==> src/rtl/cc_pkg.sv <==
package cc_pkg;
  // instruction-class codes
  localparam logic [3:0] CL_KEEP  = 4'd0;
  localparam logic [3:0] CL_MOVE  = 4'd1;
  localparam logic [3:0] CL_ADDH  = 4'd2;
  localparam logic [3:0] CL_ADD   = 4'd3;
  localparam logic [3:0] CL_SUB   = 4'd4;
  localparam logic [3:0] CL_CMP   = 4'd5;
  localparam logic [3:0] CL_IDX   = 4'd6;
  localparam logic [3:0] CL_CCRLD = 4'd7;
  localparam logic [3:0] CL_IACK  = 4'd8;
  localparam logic [3:0] CL_XACK  = 4'd9;
  localparam logic [3:0] CL_STOP  = 4'd10;

  // register bit positions
  localparam int unsigned B_S = 7;
  localparam int unsigned B_X = 6;
  localparam int unsigned B_H = 5;
  localparam int unsigned B_I = 4;
  localparam int unsigned B_N = 3;
  localparam int unsigned B_Z = 2;
  localparam int unsigned B_V = 1;
  localparam int unsigned B_C = 0;

  localparam logic [7:0] CCR_RST = 8'hD0;

  typedef struct packed {
    logic h;
    logic n;
    logic z;
    logic v;
    logic c;
  } stat_t;

  // signed overflow of a + b, from the sign bits
  function automatic logic add_ovf(input logic am, input logic bm, input logic rm);
    return (am == bm) && (rm != am);
  endfunction

  // signed overflow of a - b, from the sign bits
  function automatic logic sub_ovf(input logic am, input logic bm, input logic rm);
    return (am != bm) && (rm != am);
  endfunction
endpackage

==> src/rtl/cc_flag_calc.sv <==
module cc_flag_calc
  import cc_pkg::*;
#(
  parameter int unsigned DW = 8,
  parameter int unsigned IW = 16
) (
  input  logic [3:0]    op_class,
  input  logic [DW-1:0] op_a,
  input  logic [DW-1:0] op_b,
  input  logic [DW-1:0] result,
  input  logic          carry_out,
  input  logic          half_carry,
  input  logic [IW-1:0] idx_result,
  input  stat_t         load_stat,
  input  stat_t         cur,
  output stat_t         nxt
);
  localparam int unsigned MSB = DW - 1;

  logic [DW-1:0] cmp_diff;
  logic          cmp_borrow;

  assign cmp_diff   = op_a - op_b;
  assign cmp_borrow = (op_a < op_b);

  always_comb begin
    nxt = cur;
    case (op_class)
      CL_MOVE: begin
        nxt.n = result[MSB];
        nxt.z = ~|result;
        nxt.v = 1'b0;
      end
      CL_ADDH, CL_ADD: begin
        if (op_class == CL_ADDH) nxt.h = half_carry;
        nxt.n = result[MSB];
        nxt.z = ~|result;
        nxt.v = add_ovf(op_a[MSB], op_b[MSB], result[MSB]);
        nxt.c = carry_out;
      end
      CL_SUB: begin
        nxt.n = result[MSB];
        nxt.z = ~|result;
        nxt.v = sub_ovf(op_a[MSB], op_b[MSB], result[MSB]);
        nxt.c = carry_out;
      end
      CL_CMP: begin
        nxt.n = cmp_diff[MSB];
        nxt.z = ~|cmp_diff;
        nxt.v = sub_ovf(op_a[MSB], op_b[MSB], cmp_diff[MSB]);
        nxt.c = cmp_borrow;
      end
      CL_IDX:   nxt.z = ~|idx_result;
      CL_CCRLD: nxt = load_stat;
      default:  nxt = cur;
    endcase
  end
endmodule

==> src/rtl/cc_ctrl_bits.sv <==
module cc_ctrl_bits
  import cc_pkg::*;
(
  input  logic       upd_en,
  input  logic [3:0] op_class,
  input  logic       ld_s,
  input  logic       ld_x,
  input  logic       ld_i,
  input  logic       s_q,
  input  logic       x_q,
  input  logic       i_q,
  output logic       s_n,
  output logic       x_n,
  output logic       i_n,
  output logic       xset_ack,
  output logic       stop_go
);
  assign xset_ack = upd_en && (op_class == CL_XACK);
  assign stop_go  = upd_en && (op_class == CL_STOP) && !s_q;

  always_comb begin
    s_n = s_q;
    x_n = x_q;
    i_n = i_q;
    case (op_class)
      CL_CCRLD: begin
        s_n = ld_s;
        x_n = x_q & ld_x;   // a load may clear X, never set it
        i_n = ld_i;
      end
      CL_IACK: i_n = 1'b1;
      CL_XACK: begin
        i_n = 1'b1;
        x_n = 1'b1;
      end
      default: ;
    endcase
  end
endmodule

==> src/rtl/cc_flag_unit.sv <==
module cc_flag_unit
  import cc_pkg::*;
#(
  parameter int unsigned DW = 8,
  parameter int unsigned IW = 16
) (
  input  logic          clk,
  input  logic          rst_n,
  input  logic          upd_en,
  input  logic [3:0]    op_class,
  input  logic [DW-1:0] op_a,
  input  logic [DW-1:0] op_b,
  input  logic [DW-1:0] result,
  input  logic          carry_out,
  input  logic          half_carry,
  input  logic [IW-1:0] idx_result,
  input  logic [7:0]    ccr_in,
  output logic [7:0]    ccr_q,
  output logic          stop_enter
);
  stat_t stat_cur, stat_nxt, stat_load;
  logic  s_n, x_n, i_n;
  logic  xset_ack;
  logic  [7:0] ccr_nxt;

  assign stat_cur  = '{h: ccr_q[B_H], n: ccr_q[B_N], z: ccr_q[B_Z], v: ccr_q[B_V], c: ccr_q[B_C]};
  assign stat_load = '{h: ccr_in[B_H], n: ccr_in[B_N], z: ccr_in[B_Z], v: ccr_in[B_V], c: ccr_in[B_C]};

  cc_flag_calc #(.DW(DW), .IW(IW)) u_calc (
    .op_class  (op_class),
    .op_a      (op_a),
    .op_b      (op_b),
    .result    (result),
    .carry_out (carry_out),
    .half_carry(half_carry),
    .idx_result(idx_result),
    .load_stat (stat_load),
    .cur       (stat_cur),
    .nxt       (stat_nxt)
  );

  cc_ctrl_bits u_ctrl (
    .upd_en  (upd_en),
    .op_class(op_class),
    .ld_s    (ccr_in[B_S]),
    .ld_x    (ccr_in[B_X]),
    .ld_i    (ccr_in[B_I]),
    .s_q     (ccr_q[B_S]),
    .x_q     (ccr_q[B_X]),
    .i_q     (ccr_q[B_I]),
    .s_n     (s_n),
    .x_n     (x_n),
    .i_n     (i_n),
    .xset_ack(xset_ack),
    .stop_go (stop_enter)
  );

  assign ccr_nxt = {s_n, x_n, stat_nxt.h, i_n, stat_nxt.n, stat_nxt.z, stat_nxt.v, stat_nxt.c};

  always_ff @(posedge clk or negedge rst_n) begin
    if (!rst_n)      ccr_q <= CCR_RST;
    else if (upd_en) ccr_q <= ccr_nxt;
  end
endmodule

==> config.mk <==
export PLATFORM = sky130hd
export DESIGN_NAME = cc_flag_unit
export DESIGN_NICKNAME = d
export VERILOG_FILES = /design/src/rtl/cc_pkg.sv /design/src/rtl/cc_flag_calc.sv /design/src/rtl/cc_ctrl_bits.sv /design/src/rtl/cc_flag_unit.sv
export SDC_FILE = /design/constraint.sdc
export NUM_CORES = 1
export LEC_CHECK = 0
export ABC_AREA = 1
export BUFFER_PORTS_ARGS = -buffer_cell sky130_fd_sc_hd__buf_2
export CAP_MARGIN = 25
export CORE_MARGIN = 2
export CORE_UTILIZATION = 30
export DETAILED_ROUTE_END_ITERATION = 10
export PLACE_DENSITY_LB_ADDON = 0.05
export SYNTH_ARGS = -nofsm -noshare
export SYNTH_HDL_FRONTEND = slang
export SYNTH_SLANG_ARGS = --single-unit
==> constraint.sdc <==
create_clock -name clk -period 1.8 [get_ports clk]
set_clock_uncertainty 0.05 [all_clocks]
set_input_delay 0.36 -clock clk [delete_from_list [all_inputs] [get_ports clk]]
set_output_delay 0.36 -clock clk [all_outputs]
set_load 0.02 [all_outputs]
==> Implementation_results.wiki <==
{| class="wikitable"
! Metric !! Value
|-
| Result of the run || complete, no violations
|-
| Largest voltage drop on the vdd net || 0.157 mV
|-
| Yosys top cell area share || about 18%
|-
| Most frequent cells in the layout || 65 x buf_2, 49 x nand2_1, 28 x inv_1
|-
| Placed instance area || ~1500 um^2
|-
| Layout area overhead || 44.3%
|-
| Largest cells by area after synthesis || nand2_1 18%, dfrtp_1 12%, inv_1 10%, ha_1 9.7%, dfstp_2 7.6%
|-
| Synthesized Nets || ~230
|-
| Leading cell type in the layout, fill and taps excluded || buf_2
|-
| Worst slack at placement || -0.182 ns
|-
| Worst Path Buf+Inv || 2
|-
| Fmax || 610 MHz
|-
| Final antenna-violating net count || 0
|-
| Hold Fails Final Rpt || 0
|-
| Leak || 0.865 nW
|-
| DIE AREA || 3940 um^2
|-
| Number of gates on the worst path with buffers counted || 12
|-
| Most used cell along the critical path || nand2_1
|-
| Critical Setup Path Class || in2reg
|-
| Number of unique standard cell types used by synthesis || 28
|-
| Class of the most critical hold timing path || in2reg
|-
| Via count || around 1300
|-
| Die span in x || roughly 63 um
|-
| Number of buffers created by CTS || 3
|-
| Crit path setup slack, layout || 0.162 ns
|-
| Max capacitance violation total || 0
|-
| Crit path cell chain || buf_2, inv_1, ha_2, fa_2, nand2_1, nor3_2, o21ai_1, nor2_1, nand4_1, nand2_1, nand2_1, nand2_1
|-
| Worst EP arrival || ~1.8 ns
|-
| Worst endpoint required time || between 1.5 and 2 ns
|-
| Syn avg cell area || slightly above 6 um^2
|-
| Pre-antenna DRT Iters || 4
|-
| Iteration-0 DRC count of the detailed router || 25
|-
| Root Driver || clkbuf_4
|-
| Ant. Diodes || 0
|-
| Total global routing overflow || 0
|-
| Core ar. || 3340 um^2
|-
| Critical Path End || ccr_q[2]
|-
| Worst reg-to-reg setup slack || 1.00 ns
|-
| Power Density || ~520 nW/um^2
|-
| Minimum clock period after layout || between 1.5 and 2 ns
|-
| Yosys warning total || 0
|-
| Initial core utilization || 31.0%
|-
| Post-Synthesis Cells || between 150 and 200
|-
| Fraction of the yosys area taken by sequential cells || about 20%
|-
| Power share of the clock group || between 20% and 30%
|-
| Fraction of layout instances using a drive strength above 1 || 36.9%
|-
| Max_slew headroom || 83.8%
|-
| Number of failing setup endpoints in the final timing report || 0
|-
| Maximum cell stage delay along the critical path || 0.51 ns
|-
| Switch share || around two fifths
|-
| Share of the clock period used by the worst path || between 90% and 100%
|-
| Logic depth of the worst register-to-register path || 2
|-
| Min-delay src || ccr_in[7]
|-
| Number of flip-flops in the largest register || 8
|-
| Via count of the first global-routing pass || 1183
|-
| Final non-filler cell area || about 1500 um^2
|-
| TritonCTS clock tree || yes
|-
| Total Wirelength || roughly 2800 um
|-
| Switch Pwr || just under 0.3 mW
|-
| Layout filler cell count || 394
|-
| First-pass GRT wire length || roughly 4600 um
|-
| PortBufs || between 60 and 70
|-
| Total Power || approximately 0.77 mW
|-
| Final Wtd Congestion || about 0.85
|-
| Mapped Area || about 1000 um^2
|-
| Max-slew violation count || 0
|-
| Crit. Startpoint || op_a[0]
|-
| Average wire per standard cell || ~9.7 um
|-
| DRC violations left || 0
|-
| Part of the power in registers || between 30% and 40%
|-
| Capture instance of the worst register-to-register path || ccr_q[6]
|-
| Clk sinks || 8
|-
| Slew at the pin closest to its max-slew limit || 0.241 ns
|-
| Standard-cell row count || 21
|-
| Launch point of the worst reg-to-reg path || ccr_q[6]
|-
| Setup repair after global routing missed its margin || no
|-
| Antenna violations before repair || 0
|-
| Layout net count || ~310
|-
| Register with the most flip-flops || ccr_q
|-
| Buffer depth of the longest clock path || 2
|-
| Critical-path maximum fanout || 2
|-
| Portion of total power attributed to combinational logic || 47.9%
|-
| Slowest CP cell || fa_2
|-
| Clk pin slew, worst setup/hold paths || 0.06 ns
|-
| Type of origin of the critical path || input pin
|-
| Vertical die dimension || 62.7 um
|-
| Synth Register Bits || 8
|-
| Largest delay contributor family on the critical path || adder cells
|-
| Total half-perimeter wirelength after legalization and detailed placement || 2510 um
|-
| Cell Int Power || roughly 0.47 mW
|-
| Final core utilization || approximately 45%
|-
| Total number of H-tree levels || 1
|-
| I/O pins || 66
|-
| Leading registers by flop count || ccr_q (8)
|-
| Area leader, netlist || nand2_1
|-
| Maximum number of pins on one net before global-route repair || 9
|-
| Critical path endpoint category || flip-flop
|-
| Clock Latency Late Sink || ~0.27 ns
|-
| GR Util All Layers || between 10 and 15%
|-
| Via-to-Cell Ratio || roughly 4.5
|}
## worst register-to-register path, stage by stage, from the launching register on
cell and delay [ns]:
dfstp_2 0.53, o21ai_0 0.08, o21ai_0 0.08
## cell usage after synthesis (all sizes together)
master and number:
nand3b 1, a21oi 12, dfstp 3, a211oi 1, o21ai 6, nand2 50, a31oi 2, fa 1
nor4 4, nor2 23, inv 28, buf 3, a221oi 1, xnor2 2, nor3 3, nand3 9
nand4 2, a21o 1, ha 8, a21boi 2, dfrtp 5
## power groups by stage
stage,clock network [mW],logic (mW),registers (mW)
after floorplan,0,0.210,0.270
after global placement,0,0.371,0.245
after detailed placement,0,0.373,0.248
after CTS,0.167,0.375,0.245
after global routing,0.175,0.417,0.248
final,0.158,0.369,0.244
## repair_timing
item	4_1_cts	5_1_grt
setup endpoints to repair	0	2
gates resized for setup	0	2
buffers inserted	0	0
hold buffers	1	0
endpoints found under the hold margin	5	0
## routing by layer
layer  part of all wire (%)  vias up  track usage (%)
met2                     54       28             26.7
li1                       -      683                -
met5                      0        -                0
met3                    3.1        9             1.98
met4                    4.0        0             11.1
met1                     39      559             15.0
## logic make-up after synthesis
logic type / synth area share, %
compound gates: 14.6
flops: 19.7
buf+inv: 12.3
fa+ha+maj: 11.6
simple gates: 40.0
xor+xnor: 1.69
## how the worst min path moves through the flow
stage | cells past startpoint | slack, ns | end
floorplan | 0 | 0.01 | ccr_q[0]
global placement | 1 | 0.17 | ccr_q[3]
detailed placement | 1 | 0.17 | ccr_q[3]
CTS | 3 | 0.23 | ccr_q[7]
global route | 3 | 0.24 | ccr_q[7]
finish | 3 | 0.24 | ccr_q[7]
## through the flow
stage          hold slack (ns)  setup TNS, ns  instances
2_1_floorplan           0.0144              0        167
3_3_place_gp             0.175         -0.338        282
3_5_place_dp             0.169         -0.412        282
4_1_cts                  0.229              0        287
5_1_grt                  0.236              0        287
6_report                 0.240              0        287
## cell type report
class / instances / area, um^2 / share of cell area [%]
Sequential cell: 8 / 204 / 13.7
Timing Repair Buffer: 73 / 388 / 26.0
Tap cell: 46 / 57.6 / 3.86
Multi-Input combinational cell: 128 / 712 / 47.7
Clock buffer: 4 / 26.3 / 1.76
Inverter: 28 / 105 / 7.04
Power figures use the tool's default switching activity.
